### src/rtl/i2c_regslv_pkg.sv
package i2c_regslv_pkg;

    typedef enum logic [3:0] {
        ST_IDLE,
        ST_DEV,
        ST_DEV_ACK,
        ST_SUB,
        ST_SUB_ACK,
        ST_WR,
        ST_WR_ACK,
        ST_RD,
        ST_RD_ACK
    } slv_state_e;

    localparam int BYTE_W = 8;

endpackage

### src/rtl/i2c_line_cond.sv
// Synchronises SCL/SDA and derives edge and bus-condition strobes.
module i2c_line_cond #(
    parameter int SYNC_STAGES = 2
) (
    input  logic clk,
    input  logic rst_n,
    input  logic scl_i,
    input  logic sda_i,
    output logic scl_rise,
    output logic scl_fall,
    output logic bus_start,
    output logic bus_stop,
    output logic sda_bit
);
    localparam int LAST = SYNC_STAGES - 1;

    logic [SYNC_STAGES-1:0] scl_pipe;
    logic [SYNC_STAGES-1:0] sda_pipe;
    logic                   scl_prev;
    logic                   sda_prev;
    logic                   scl_now;
    logic                   sda_now;

    assign scl_now = scl_pipe[LAST];
    assign sda_now = sda_pipe[LAST];

    always_ff @(posedge clk or negedge rst_n) begin
        if (!rst_n) begin
            scl_pipe <= '1;
            sda_pipe <= '1;
            scl_prev <= 1'b1;
            sda_prev <= 1'b1;
        end else begin
            scl_pipe <= {scl_pipe[LAST-1:0], scl_i};
            sda_pipe <= {sda_pipe[LAST-1:0], sda_i};
            scl_prev <= scl_now;
            sda_prev <= sda_now;
        end
    end

    assign scl_rise  = scl_now & ~scl_prev;
    assign scl_fall  = ~scl_now & scl_prev;
    assign bus_start = scl_now & scl_prev & sda_prev & ~sda_now;
    assign bus_stop  = scl_now & scl_prev & ~sda_prev & sda_now;
    assign sda_bit   = sda_now;

endmodule

### src/rtl/i2c_addr_ctr.sv
// Persistent byte-address counter: load has priority, increment wraps.
module i2c_addr_ctr #(
    parameter int ADDR_W = 8
) (
    input  logic              clk,
    input  logic              rst_n,
    input  logic              load,
    input  logic [ADDR_W-1:0] load_val,
    input  logic              inc,
    output logic [ADDR_W-1:0] count
);
    always_ff @(posedge clk or negedge rst_n) begin
        if (!rst_n)
            count <= '0;
        else if (load)
            count <= load_val;
        else if (inc)
            count <= count + 1'b1;
    end
endmodule

### src/rtl/i2c_slave_fsm.sv
// Protocol state machine: address match, sub-address, data shifting, ACK.
module i2c_slave_fsm
    import i2c_regslv_pkg::*;
#(
    parameter int                     ADDR_W   = 8,
    parameter logic [6:0]             DEV_ADDR = 7'h3C,
    parameter logic [(1<<ADDR_W)-1:0] RO_MASK  = '0
) (
    input  logic              clk,
    input  logic              rst_n,
    input  logic              scl_rise,
    input  logic              scl_fall,
    input  logic              bus_start,
    input  logic              bus_stop,
    input  logic              sda_bit,
    input  logic [ADDR_W-1:0] ctr,
    input  logic [7:0]        rd_byte,
    output logic              ctr_load,
    output logic [ADDR_W-1:0] ctr_load_val,
    output logic              ctr_inc,
    output logic              sda_oe,
    output logic              wr_en,
    output logic [ADDR_W-1:0] wr_addr,
    output logic [7:0]        wr_data
);
    localparam logic [3:0] BITS_PER_BYTE = 4'(BYTE_W);

    slv_state_e state_q, state_d;
    logic [3:0] bit_cnt_q;
    logic [7:0] shreg_q, shreg_d;
    logic       rw_q;
    logic       host_ack_q;
    logic       byte_done;
    logic       rx_state;
    logic       addr_hit;
    logic       ack_drive;
    logic       wr_done;

    assign byte_done = (bit_cnt_q == BITS_PER_BYTE);
    assign rx_state  = (state_q == ST_DEV) || (state_q == ST_SUB) || (state_q == ST_WR);
    assign addr_hit  = (shreg_q[7:1] == DEV_ADDR);
    assign wr_done   = scl_fall && byte_done && (state_q == ST_WR);

    // next-state logic
    always_comb begin
        state_d = state_q;
        if (bus_stop) begin
            state_d = ST_IDLE;
        end else if (bus_start) begin
            state_d = ST_DEV;
        end else begin
            unique case (state_q)
                ST_IDLE:    state_d = ST_IDLE;
                ST_DEV:     if (scl_fall && byte_done) state_d = addr_hit ? ST_DEV_ACK : ST_IDLE;
                ST_DEV_ACK: if (scl_fall) state_d = rw_q ? ST_RD : ST_SUB;
                ST_SUB:     if (scl_fall && byte_done) state_d = ST_SUB_ACK;
                ST_SUB_ACK: if (scl_fall) state_d = ST_WR;
                ST_WR:      if (scl_fall && byte_done) state_d = ST_WR_ACK;
                ST_WR_ACK:  if (scl_fall) state_d = ST_WR;
                ST_RD:      if (scl_fall && byte_done) state_d = ST_RD_ACK;
                ST_RD_ACK:  if (scl_fall) state_d = host_ack_q ? ST_RD : ST_IDLE;
                default:    state_d = ST_IDLE;
            endcase
        end
    end

    // shift register next value: receive on rise, load/shift out on fall
    always_comb begin
        shreg_d = shreg_q;
        if (scl_rise && rx_state)
            shreg_d = {shreg_q[6:0], sda_bit};
        else if (state_d == ST_RD && state_q != ST_RD)
            shreg_d = rd_byte;
        else if (state_q == ST_RD && scl_fall && !byte_done)
            shreg_d = {shreg_q[6:0], 1'b0};
    end

    assign ack_drive = (state_d == ST_DEV_ACK) || (state_d == ST_SUB_ACK) ||
                       (state_d == ST_WR_ACK);

    assign ctr_load     = scl_fall && (state_q == ST_SUB_ACK);
    assign ctr_load_val = ADDR_W'(shreg_q);
    assign ctr_inc      = scl_fall && byte_done && ((state_q == ST_WR) || (state_q == ST_RD));

    // state register
    always_ff @(posedge clk or negedge rst_n) begin
        if (!rst_n)
            state_q <= ST_IDLE;
        else
            state_q <= state_d;
    end

    // datapath registers
    always_ff @(posedge clk or negedge rst_n) begin
        if (!rst_n) begin
            bit_cnt_q  <= '0;
            shreg_q    <= '0;
            rw_q       <= 1'b0;
            host_ack_q <= 1'b0;
        end else begin
            shreg_q <= shreg_d;
            if (bus_start || (state_d != state_q))
                bit_cnt_q <= '0;
            else if (scl_rise && (rx_state || state_q == ST_RD))
                bit_cnt_q <= bit_cnt_q + 1'b1;
            if (state_q == ST_DEV && state_d == ST_DEV_ACK)
                rw_q <= shreg_q[0];
            if (state_q == ST_RD_ACK && scl_rise)
                host_ack_q <= ~sda_bit;
        end
    end

    // output registers
    always_ff @(posedge clk or negedge rst_n) begin
        if (!rst_n) begin
            sda_oe  <= 1'b0;
            wr_en   <= 1'b0;
            wr_addr <= '0;
            wr_data <= '0;
        end else begin
            sda_oe <= ack_drive || (state_d == ST_RD && !shreg_d[7]);
            wr_en  <= wr_done && !RO_MASK[ctr];
            if (wr_done) begin
                wr_addr <= ctr;
                wr_data <= shreg_q;
            end
        end
    end

endmodule

### src/rtl/i2c_reg_slave.sv
// Top: I2C target giving byte access to a core register space.
module i2c_reg_slave #(
    parameter int                     ADDR_W      = 8,
    parameter int                     SYNC_STAGES = 2,
    parameter logic [6:0]             DEV_ADDR    = 7'h3C,
    parameter logic [(1<<ADDR_W)-1:0] RO_MASK     = {{16{1'b1}}, {((1<<ADDR_W)-16){1'b0}}}
) (
    input  logic              clk,
    input  logic              rst_n,
    input  logic              scl_i,
    input  logic              sda_i,
    output logic              sda_o,
    output logic              sda_oe,
    output logic [ADDR_W-1:0] reg_raddr,
    input  logic [7:0]        reg_rdata,
    output logic [ADDR_W-1:0] reg_waddr,
    output logic [7:0]        reg_wdata,
    output logic              reg_we
);
    logic              scl_rise, scl_fall, bus_start, bus_stop, sda_bit;
    logic              ctr_load, ctr_inc;
    logic [ADDR_W-1:0] ctr_load_val;
    logic [ADDR_W-1:0] ctr;

    assign sda_o     = 1'b0;
    assign reg_raddr = ctr;

    i2c_line_cond #(.SYNC_STAGES(SYNC_STAGES)) u_line (
        .clk      (clk),
        .rst_n    (rst_n),
        .scl_i    (scl_i),
        .sda_i    (sda_i),
        .scl_rise (scl_rise),
        .scl_fall (scl_fall),
        .bus_start(bus_start),
        .bus_stop (bus_stop),
        .sda_bit  (sda_bit)
    );

    i2c_addr_ctr #(.ADDR_W(ADDR_W)) u_ctr (
        .clk     (clk),
        .rst_n   (rst_n),
        .load    (ctr_load),
        .load_val(ctr_load_val),
        .inc     (ctr_inc),
        .count   (ctr)
    );

    i2c_slave_fsm #(
        .ADDR_W  (ADDR_W),
        .DEV_ADDR(DEV_ADDR),
        .RO_MASK (RO_MASK)
    ) u_fsm (
        .clk         (clk),
        .rst_n       (rst_n),
        .scl_rise    (scl_rise),
        .scl_fall    (scl_fall),
        .bus_start   (bus_start),
        .bus_stop    (bus_stop),
        .sda_bit     (sda_bit),
        .ctr         (ctr),
        .rd_byte     (reg_rdata),
        .ctr_load    (ctr_load),
        .ctr_load_val(ctr_load_val),
        .ctr_inc     (ctr_inc),
        .sda_oe      (sda_oe),
        .wr_en       (reg_we),
        .wr_addr     (reg_waddr),
        .wr_data     (reg_wdata)
    );

endmodule

### config.mk
export PLATFORM = sky130hd
export DESIGN_NAME = i2c_reg_slave
export DESIGN_NICKNAME = d
export VERILOG_FILES = /design/src/rtl/i2c_regslv_pkg.sv /design/src/rtl/i2c_line_cond.sv /design/src/rtl/i2c_addr_ctr.sv /design/src/rtl/i2c_slave_fsm.sv /design/src/rtl/i2c_reg_slave.sv
export SDC_FILE = /design/constraint.sdc
export NUM_CORES = 1
export LEC_CHECK = 0
export ABC_AREA = 1
export BUFFER_PORTS_ARGS = -buffer_cell sky130_fd_sc_hd__buf_2
export CORE_MARGIN = 2
export CORE_UTILIZATION = 30
export CTS_BUF_LIST = sky130_fd_sc_hd__clkbuf_16
export DETAILED_ROUTE_END_ITERATION = 10
export PLACE_DENSITY = 0.45
export SYNTH_ARGS = -nofsm -noshare
export SYNTH_HDL_FRONTEND = slang
export SYNTH_SLANG_ARGS = --single-unit
### constraint.sdc
create_clock -name clk -period 2.1 [get_ports clk]
set_input_delay 0.21 -clock clk [delete_from_list [all_inputs] [get_ports clk]]
set_output_delay 0.21 -clock clk [all_outputs]
set_load 0.005 [all_outputs]
# After elaboration in Yosys (flattened, before gate mapping)
# Memories as Yosys holds them, arrays and structs flattened.
# Index checks and enable logic that the tools add are counted.
# totals
reg_bits,50
latchBits,0
ramBits,0
romBits,256
inputBits,12
output_inout_bits,27
word_cells,95
n_memories,1
# op_classes
addsub,2
multipliers,0
div_mod_pow,0
order_cmp,1
eq_ne,16
shift,0
muxes,21
bitwise_logic,11
reduce_logical,28
# mem_list
name,depth,word_bits,rd,rd_ports_with_merged_regs,write_ports,line_no,text
(name not given),256,1,1,0,0,i2c_slave_fsm.sv:122,wr_en <= wr_done && !RO_MASK[ctr];
# op_table
op,n
4-bit 2-to-1 mux,11
8-bit 2-to-1 mux,5
4-bit by 3-bit == test with 1-bit output (second input constant),7
4-bit one-hot mux with 7 select lines,1
1-bit logical AND,13
4-bit by 2-bit == test with 1-bit output (second input constant),3
8-bit by 9-bit < comparator with 1-bit output (second input constant),1
8-bit by 1-bit adder with 8-bit output (second input constant),1
4-bit == test (second input constant),2
1-bit logical OR,8
1-bit bitwise AND,7
7-bit by 6-bit == test with 1-bit output (second input constant),1
3-bit 2-to-1 mux,2
4-bit by 1-bit adder with 4-bit output (second input constant),1
4-bit by 1-bit == test with 1-bit output (second input constant),1
4-bit by 3-bit inequality test with 1-bit output (second input constant),1
4-bit inequality test,1
1-bit inverter,4
2-bit nonzero test,2
1-bit zero test,3
3-bit nonzero test,1
2-bit 2-to-1 mux,1
2-bit OR reduction,1
1-bit 2-to-1 mux,1

# Logic depth before layout (Yosys ltp)
# Gate-level depths: netlist of the first run.
# logic_depth
depth_word,14
mapped_depth,15
depth_no_buf,15

# Modules after synthesis
# Synthesis of the first run repeated with hierarchy kept, for this count alone.
# hier_totals
hier_cells,349
area_unflattened_um2,2658.8
# by_module_without_submodules
module,n_inst,cells_per_inst,area_each_um2,seq_area_each_um2
i2c_slave_fsm,1,268,1949.4,900.9
i2c_addr_ctr,1,62,499.2,200.2
i2c_line_cond,1,17,198.9,157.7
i2c_reg_slave,1,2,11.3,0.0

# Worst setup path before layout of the first run
# Ideal clock, no wire load.
# synth_path
path_kind,register -> register
start,reg u_fsm.bit_cnt_q[0]
end,"reg u_fsm.shreg_q[5], in the netlist u_fsm.ctr_load_val[5]"
setup_ns,0.127
arrival_time_ns,1.713
required_ns,1.973
path_slack_ns,0.259
path_stages_with_launch,16
n_path_buf,0
period_less_slack_ns,1.841
cell_sequence,dfrtp_1 -> inv_1 -> ha_1 -> nand2_1 -> nor2_1 -> nand2_4 -> nor2_2 -> nor2_1 -> nand2_2 -> o21bai_4 -> nor2_4 -> nand3_4 -> inv_6 -> nor2_8 -> nand2_1 -> nand3_1
# synth_via
elab_chain_cells,10
elab_cells_between_ends,16
classes_between,eq/ne (2); mux (9); reduce/logical (5)
# synth_rtl
item,line_no,text
"start, declared",i2c_slave_fsm.sv:29,logic [3:0] bit_cnt_q;
"start signal, assigned",i2c_slave_fsm.sv:105,bit_cnt_q <= bit_cnt_q + 1'b1;
4-bit == test *,i2c_slave_fsm.sv:39,assign byte_done = (bit_cnt_q == BITS_PER_BYTE);
1-bit logical AND,-,
"4-bit 2-to-1 mux, on equally long branches",-,
4-bit one-hot mux with 7 select lines,i2c_slave_fsm.sv:52,unique case (state_q)
4-bit 2-to-1 mux,i2c_slave_fsm.sv:49,end else if (bus_start) begin
4-bit 2-to-1 mux,i2c_slave_fsm.sv:47,if (bus_stop) begin
4-bit by 3-bit == test with 1-bit output,i2c_slave_fsm.sv:72,else if (state_d == ST_RD && state_q != ST_RD)
1-bit logical AND,i2c_slave_fsm.sv:72,
8-bit 2-to-1 mux,i2c_slave_fsm.sv:72,
8-bit 2-to-1 mux,i2c_slave_fsm.sv:70,if (scl_rise && rx_state)
"end signal, assigned",i2c_slave_fsm.sv:101,shreg_q <= shreg_d;
"end, declared",i2c_slave_fsm.sv:30,"logic [7:0] shreg_q, shreg_d;"
# Every way passes the cells marked *; elsewhere a longest branch is shown, timed or not.
# A chain may end at the register's enable or synchronous reset.

# Worst setup path in the final report of the first run
# layout_path
start,reg u_line.scl_prev
end,reg u_fsm.sda_oe
# layout_via
elab_chain_cells,13
elab_cells_between_ends,35
classes_between,eq/ne (4); mux (13); bitwise (8); reduce/logical (10)
# layout_rtl
item,line_no,text
"start, declared",i2c_line_cond.sv:19,logic scl_prev;
"start signal, assigned",i2c_line_cond.sv:36,scl_prev <= scl_now;
1-bit bitwise AND,i2c_line_cond.sv:42,assign scl_fall = ~scl_now & scl_prev;
1-bit logical AND,-,
"4-bit 2-to-1 mux, on equally long branches",-,
4-bit one-hot mux with 7 select lines,i2c_slave_fsm.sv:52,
4-bit 2-to-1 mux,i2c_slave_fsm.sv:49,
4-bit 2-to-1 mux *,i2c_slave_fsm.sv:47,
via u_fsm.state_d[2],i2c_slave_fsm.sv:28,"slv_state_e state_q, state_d;"
4-bit by 3-bit == test with 1-bit output,"i2c_slave_fsm.sv:72, i2c_slave_fsm.sv:121",
1-bit logical AND,i2c_slave_fsm.sv:72,
8-bit 2-to-1 mux,i2c_slave_fsm.sv:72,
8-bit 2-to-1 mux,i2c_slave_fsm.sv:70,
1-bit zero test,i2c_slave_fsm.sv:121,sda_oe <= ack_drive || (state_d == ST_RD && !shreg_d[7]);
1-bit logical AND,i2c_slave_fsm.sv:121,
1-bit logical OR *,i2c_slave_fsm.sv:121,
"end signal, assigned",i2c_slave_fsm.sv:121,
"end, declared",i2c_slave_fsm.sv:21,"output logic sda_oe,"
# The timed path passes the listed nets; every way through them passes the cells marked *. The select of a mux whose other input is x is not followed.

==> flow_summary_export.csv, run 1 <==
group,metric,value,unit
cells_and_area,sequential_cell_area,1260,sq um
synth,ys.flop_type,"sky130_fd_sc_hd__dfrtp_1",
sta,timing.clock.skew,0.00526,ns
floorplan,die_area,9590,sq um
drt,drt_iter0_drc,110,
sta,rsz0062_at_grt,"yes",
power,power.density,712,nW/um^2
synth,synth-edff-count,0,
synth,async_flop_share,100,%
global_route,grt_start_max_net_pins,33,
sta,totalNegativeSetupSlack,0,ns
cells_and_area,layout-area-overhead-vs-synth,24.3,%
worst_setup_path,critical_path_required,2.28,ns
power,internal-power,1.63,mW
worst_setup_path,worstReg2RegStart,"u_line.scl_prev$_DFF_PN1_",
outcome,outcome,"finished clean",
sta,report.final.setup_viol,0,
global_route,global_route_wire_length_before_repair,11.3,mm
synth,yosysTopAreaCellShare,41.6,%
worst_setup_path,r2r_setup_slack,0.14,ns
synth,netlist_area,2650,sq um
floorplan,floorplan.initialDensity,30.7,%
synth,synth_cell_type_count,35,
placement,dp_hpwl,4.95,mm
global_route,globalRouteTotalUtil,14.6,%
drt,vias_per_cell,4.56,
clocking,clock_tree.htree_level_count,2,
cells_and_area,num-fill-cells,920,
clocking,max-clock-path-buffers,2,
placement,place.gp.congestion,0.861,
sta,hold_violations,0,
cells_and_area,drive_gt1_share,28.4,%
worst_hold_path,hold_class,"input port to flip-flop",
worst_setup_path,crit_type,"flip-flop to flip-flop",
floorplan,placeableCoreArea,8640,sq um
worst_setup_path,critPathMaxStageDelay,0.61,ns
drt,first_pass_iters,4,
clocking,cts_tree,"yes",
drt,drt-wirelength-per-cell,13.4,um
synth,ys_warn_count,0,
clocking,cts.root.buffer_cell,"sky130_fd_sc_hd__clkbuf_16",
power,power.combinational.fraction,15.6,%
worst_hold_path,holdPathStages,1,
clocking,tritoncts.num_buffers,5,
sta,slew_viol_final,0,
floorplan,floorplan.die.height,97.9,um
cells_and_area,multi_input_area,1230,sq um
synth,yosysSeqAreaShare,47.5,%
flow_run,max-cap-violations,0,
global_route,antenna_violations_before_repair,0,
floorplan,ios,39,
worst_setup_path,worstSetupStartpointType,"flip-flop",
worst_hold_path,hold_end,"u_line.sda_pipe[0]$_DFF_PN1_",
worst_setup_path,path_cells,"inv_4 > nor2_8 > buf_4 > o211ai_1 > nand2_1 > nand3_2 > inv_1 > nand3_4 > nand2_2 > nand3_2 > nand3_1 > nand2_1",
worst_setup_path,rr_worst_depth,12,
power,power.clock.fraction,34.6,%
sta,timing.final.crit_period,1.96,ns
sta,fmax,510,MHz
drt,via_count,2244,
clocking,clkLatencyLatePin,0.29,ns
synth,synth.top_cells.by_count,"85 x sky130_fd_sc_hd__nand2_1, 44 x sky130_fd_sc_hd__dfrtp_1, 39 x sky130_fd_sc_hd__inv_1",
synth,yosys.area.top_type,"sky130_fd_sc_hd__dfrtp_1",
worst_setup_path,worst_setup_path_end_kind,"flip-flop",
worst_setup_path,timing.critical_path.arrival,2.14,ns
worst_setup_path,crit_path_top_delay_cell,"sky130_fd_sc_hd__dfstp_2",
drt,postRouteAntennaNets,0,
floorplan,std_cell_rows,34,
clocking,cts.clk_slew.worst_paths,0.07,ns
synth,synthesis.area_per_instance,8.15,sq um
synth,yosysMostFrequentCell,"sky130_fd_sc_hd__nand2_1",
worst_setup_path,worstReg2RegEnd,"u_fsm.sda_oe$_DFF_PN0_",
synth,synthTopCellsByArea,"sky130_fd_sc_hd__dfrtp_1 42%, sky130_fd_sc_hd__nand2_1 12%, sky130_fd_sc_hd__o21ai_0 6.2%",
power,leakagePower,1.70,nW
power,p_seq_share,49.9,%
power,vdd.ir_drop.worst,442,uV
sta,timing.final.crit_share,93.4,%
floorplan,die_width,97.9,um
synth,synth.ff_latch_count,50,
placement,total_of_buffers_placed_on_input_and_output_ports,37,
drt,drc,0,
worst_setup_path,timing.critical_path.fanout_max,5,
power,power.switching_fraction,30.5,%
cells_and_area,num-nets-final,399,
synth,postSynthNetCount,340,
power,fin_total_pwr,2.34,mW
synth,count_of_mapped_cells_out_of_synthesis,325,
clocking,cts_num_sinks,50,
global_route,grt-ovfl-total,0,
global_route,grt_pass1_vias,2224,
power,net-switching-power,0.714,mW
drt,postRouteWirelength,6.59,mm
cells_and_area,antenna-diode-count,0,
worst_hold_path,hold_path_startpoint,"sda_i",
-- cells in the final DEF (no fill, tap or decap), types with 5 or more instances in the layout --
cell,instances
sky130_fd_sc_hd__nand3_1,17
sky130_fd_sc_hd__buf_2,37
sky130_fd_sc_hd__xor2_1,6
sky130_fd_sc_hd__nor2_1,25
sky130_fd_sc_hd__nand3_2,6
sky130_fd_sc_hd__dfrtp_1,44
sky130_fd_sc_hd__nand2_2,6
sky130_fd_sc_hd__dfstp_2,6
sky130_fd_sc_hd__nand2_1,82
sky130_fd_sc_hd__clkbuf_16,5
sky130_fd_sc_hd__buf_4,21
sky130_fd_sc_hd__o21ai_0,33
sky130_fd_sc_hd__inv_2,5
sky130_fd_sc_hd__a21oi_1,12
sky130_fd_sc_hd__inv_1,37
-- state kept, by name (all words and copies together), names as in the netlist --
signal,flops
u_ctr.count,8
u_fsm.bit_cnt_q,4
u_fsm.ctr_load_val,8
u_fsm.host_ack_q,1
u_fsm.rw_q,1
u_fsm.sda_oe,1
u_fsm.state_q,4
u_fsm.wr_addr,8
u_fsm.wr_data,8
u_fsm.wr_en,1
u_line.scl_pipe,2
u_line.scl_prev,1
u_line.sda_pipe,2
u_line.sda_prev,1
-- how the worst max path moves through the flow --
| stage | from | to | slack [ns] | cells past startpoint |
|---|---|---|---|---|
| finish | u_line.scl_prev$_DFF_PN1_ | u_fsm.sda_oe$_DFF_PN0_ | 0.14 | 12 |
| global route | u_line.scl_prev$_DFF_PN1_ | u_fsm.ctr_load_val[4]$_DFFE_PN0P_ | -0.01 | 13 |
| CTS | u_fsm.bit_cnt_q[1]$_DFFE_PN0P_ | u_fsm.sda_oe$_DFF_PN0_ | 0.01 | 15 |
| detailed placement | u_fsm.bit_cnt_q[1]$_DFFE_PN0P_ | u_fsm.ctr_load_val[2]$_DFFE_PN0P_ | 0.02 | 15 |
| global placement | u_fsm.bit_cnt_q[1]$_DFFE_PN0P_ | u_fsm.sda_oe$_DFF_PN0_ | 0.09 | 15 |
| floorplan | u_fsm.bit_cnt_q[0]$_DFFE_PN0P_ | u_fsm.ctr_load_val[5]$_DFFE_PN0P_ | 0.26 | 15 |
-- per-stage QoR --
| step | util (%) | area, sq um | worst slack (ns) | hold WS (ns) | std cells |
|---|---|---|---|---|---|
| final | 38.1 | 3290 | 0.138 | 0.0136 | 492 |
| after global routing | 38.1 | 3290 | -0.0138 | 0.00510 | 492 |
| after CTS | 36.9 | 3190 | 0.0124 | 0.00523 | 486 |
| after detailed placement | 35.2 | 3040 | 0.0190 | 0.168 | 478 |
| after global placement | 35.2 | 3040 | 0.0946 | 0.172 | 478 |
| after floorplan | - | 2650 | 0.259 | -0.0856 | 325 |
-- timing repair --
action	CTS	global route
resized for setup	0	16
hold endpoints to repair	14	0
hold buffers	1	0
setup endpoints to repair	0	18
setup buffers	0	6
-- logic make-up (layout without fill, tap and decap cells) --
kind of cell             count (synthesis)  in the layout  synth area share (%)
flip-flops                              50             50                  47.5
adder cells (fa/ha/maj)                  3              3                  1.42
XOR/XNOR                                 7              7                  2.60
other                                    1              1                 0.142
AND/OR/NAND/NOR                        155            155                  27.6
AO/OA/AOI/OAI                           57             57                  12.6
buffers and inverters                   52            111                  8.08
-- critical path, delay by kind of cell (launching register included) --
kind	cells	cell delay (ns)
and+or+nand+nor	8	0.76
AOI/OAI and AO/OA	1	0.08
DFF	1	0.61
buffers and inverters	3	0.38
-- power by group through the flow --
stage	clock (mW)	combinational (mW)	sequential, mW
global route	0.880	0.419	1.19
floorplan	0	0.233	1.14
CTS	0.841	0.343	1.17
detailed placement	0	0.341	1.19
finish	0.810	0.364	1.17
global placement	0	0.335	1.19
-- layer usage --
layer	vias up	global-route usage, %	routed length (um)
met5	-	0	0
met4	0	4.17	85
met3	8	2.86	199
met2	37	22.1	2970
met1	1044	21.2	3340
li1	1155	-	-
-- layout make-up --
| cell class | count | share of cell area [%] |
|---|---|---|
| Multi-Input combinational cell | 223 | 37.2 |
| Sequential cell | 50 | 38.2 |
| Timing Repair Buffer | 59 | 10.7 |
| Clock buffer | 5 | 3.80 |
| Tap cell | 108 | 4.10 |
| Clock inverter | 2 | 0.418 |
| Inverter | 45 | 5.47 |
(Power assumes the default switching activity.)
==> run 2, diff against run 1 <==
Settings changed: CELL_PAD_IN_SITES_DETAIL_PLACEMENT set to 1, CELL_PAD_IN_SITES_GLOBAL_PLACEMENT set to 2, PLACE_DENSITY 0.45 to 0.7.
==> run 2 against run 1 <==
Worst hold slack better by 0.12 ns; die area unchanged; count of clock-buffer cells in the layout unchanged; routed wire length increased by 10%; core utilization up 1.1 points; cell area rose by 2.9%; global-route usage rose by 1.3 points; first-iteration DRC count down 27%; non-clock buffer count is 3 higher; sequential share of layout area fell by 1.0 points; sequential power hardly changed; clock power grew 19%; critical path type unchanged; largest power group unchanged; highest routed layer unchanged.
==> flow_summary_export.csv, run 2 (synthesis results as in run 1) <==
group,metric,value,unit
outcome,outcome,"finished clean",
drt,via_count,2273,
clocking,cts.clk_slew.worst_paths,0.07,ns
drt,vias_per_cell,4.58,
global_route,global_route_wire_length_before_repair,12.2,mm
clocking,cts.root.buffer_cell,"sky130_fd_sc_hd__clkbuf_16",
worst_setup_path,crit_type,"flip-flop to flip-flop",
sta,report.final.setup_viol,0,
cells_and_area,most-common-layout-cells,"83 x sky130_fd_sc_hd__nand2_1, 43 x sky130_fd_sc_hd__dfrtp_1, 37 x sky130_fd_sc_hd__inv_1, 37 x sky130_fd_sc_hd__buf_2, 32 x sky130_fd_sc_hd__o21ai_0",
clocking,cts_tree,"yes",
floorplan,ios,39,
power,power.clock.fraction,38.1,%
power,internal-power,1.78,mW
power,power.switching_fraction,29.8,%
sta,timing.final.crit_share,93.3,%
sta,timing.final.crit_period,1.96,ns
sta,worst_hold_slack_across_all_endpoints,0.129,ns
sta,timing.clock.skew,0.00718,ns
power,p_seq_share,45.8,%
placement,placed_cell_area,3050,sq um
power,leakagePower,1.73,nW
global_route,grt_util_met1,22.2,%
power,net-switching-power,0.755,mW
cells_and_area,antenna-diode-count,0,
flow_run,max-cap-violations,0,
floorplan,placeableCoreArea,8640,sq um
worst_setup_path,timing.critical_path.arrival,2.14,ns
drt,drt-wirelength-per-cell,14.6,um
cells_and_area,drive_gt1_share,28.6,%
floorplan,die_width,97.9,um
sta,fmax,510,MHz
global_route,globalRoute.busiestLayer,"met2",
cells_and_area,finish.instance_area,3390,sq um
power,power.density,749,nW/um^2
global_route,antenna_violations_before_repair,0,
worst_setup_path,timing.critical_path.fanout_max,8,
clocking,max-clock-path-buffers,2,
clocking,tritoncts.num_buffers,5,
cells_and_area,num-nets-final,402,
global_route,grt_pass1_vias,2363,
global_route,grt_start_max_net_pins,36,
worst_setup_path,r2r_setup_slack,0.14,ns
placement,dp_hpwl,5.41,mm
worst_setup_path,critical_path_required,2.28,ns
floorplan,floorplan.die.height,97.9,um
drt,postRouteWirelength,7.25,mm
clocking,cts_num_sinks,50,
sta,hold_violations,0,
global_route,globalRouteTotalUtil,15.9,%
cells_and_area,layout-area-overhead-vs-synth,27.9,%
sta,slew_viol_final,0,
drt,drt_iter0_drc,80,
global_route,grtUsageMet3,2.51,%
cells_and_area,num-fill-cells,1072,
global_route,grt-ovfl-total,0,
power,fin_total_pwr,2.54,mW
placement,total_of_buffers_placed_on_input_and_output_ports,37,
drt,postRouteAntennaNets,0,
clocking,clock_tree.htree_level_count,2,
clocking,clkLatencyLatePin,0.30,ns
worst_hold_path,hold_class,"input port to flip-flop",
drt,first_pass_iters,4,
worst_setup_path,worstSetupStartpointType,"flip-flop",
floorplan,floorplan.initialDensity,30.7,%
worst_setup_path,worst_setup_path_end_kind,"flip-flop",
power,vdd.ir_drop.worst,322,uV
floorplan,die_area,9590,sq um
power,power.combinational.fraction,16.1,%
cells_and_area,mostFrequentLayoutCell,"sky130_fd_sc_hd__nand2_1",
global_route,use_met2,25.4,%
drt,drc,0,
placement,place.gp.congestion,0.829,
floorplan,std_cell_rows,34,
-- run 2: changes by cell type in the layout (fill, tap and decap cells not counted), sizes merged --
cell         previous run  this run
clkinvlp                0         1
clkinv                  2         1
buf                    58        59
dlygate4sd3             1         3
bufinv                  0         1
-- run 2: per-layer routing --
| layer | vias up | wire [um] |
|---|---|---|
| met1 | 1085 | 3620 |
| met4 | 0 | 106 |
| li1 | 1154 | - |
| met2 | 28 | 3350 |
| met5 | - | 0 |
| met3 | 6 | 171 |
-- run 2: what timing repair did --
action                     4_1_cts  5_1_grt
hold endpoints to repair        13        0
gates resized for setup          0       18
buffers inserted                 0        7
setup endpoints to repair        0       15
hold buffers                     3        0
-- run 2: worst paths after layout --
kind / from / to / cells after the start
min: reg_rdata[0] / u_fsm.ctr_load_val[0]$_DFFE_PN0P_ / 3
max in group asynchronous: rst_n / u_line.sda_pipe[0]$_DFF_PN1_ / 3
min in group asynchronous: rst_n / u_fsm.wr_addr[5]$_DFFE_PN0P_ / 2
max reg2reg: u_line.scl_prev$_DFF_PN1_ / u_fsm.ctr_load_val[4]$_DFFE_PN0P_ / 14
max: u_line.scl_prev$_DFF_PN1_ / u_fsm.ctr_load_val[4]$_DFFE_PN0P_ / 14
min reg2reg: u_line.scl_pipe[0]$_DFF_PN1_ / u_line.scl_pipe[1]$_DFF_PN1_ / 0
-- run 2: through the flow --
step / cells / setup TNS, ns / setup slack, ns / utilization (%)
after floorplan: 325 / 0 / 0.259 / -
after global placement: 478 / 0 / 0.0708 / 35.4
after detailed placement: 478 / 0 / 0.0214 / 35.4
after CTS: 489 / 0 / 0.0118 / 37.7
after global routing: 496 / -0.00737 / -0.00609 / 39.2
final: 496 / 0 / 0.140 / 39.2
-- run 2: power groups by stage --
stage	clock network, mW	registers (mW)	logic, mW
CTS	1.00	1.16	0.393
global placement	0	1.18	0.379
finish	0.967	1.16	0.408
global route	1.03	1.18	0.476
floorplan	0	1.14	0.233
detailed placement	0	1.18	0.383
-- run 2: final cells by class --
type | count | area (sq um) | area share [%]
Tap cell | 108 | 135 | 3.99
Timing Repair Buffer | 62 | 405 | 12.0
Clock buffer | 5 | 125 | 3.70
Sequential cell | 50 | 1260 | 37.2
Multi-Input combinational cell | 223 | 1230 | 36.4
Clock inverter | 3 | 48.8 | 1.44
Inverter | 45 | 180 | 5.32
-- run 2: critical path: stages, from the launching register on --
cell	delay, ns
sky130_fd_sc_hd__dfstp_2	0.60
sky130_fd_sc_hd__inv_4	0.06
sky130_fd_sc_hd__nor2_8	0.12
sky130_fd_sc_hd__buf_12	0.11
sky130_fd_sc_hd__nand2_4	0.06
sky130_fd_sc_hd__nor2_4	0.11
sky130_fd_sc_hd__nor2_1	0.05
sky130_fd_sc_hd__nand2_2	0.08
sky130_fd_sc_hd__o21bai_4	0.10
sky130_fd_sc_hd__nor2_4	0.14
sky130_fd_sc_hd__nand3_4	0.11
sky130_fd_sc_hd__inv_8	0.11
sky130_fd_sc_hd__nor2_8	0.05
sky130_fd_sc_hd__nand2_1	0.06
sky130_fd_sc_hd__nand3_1	0.07
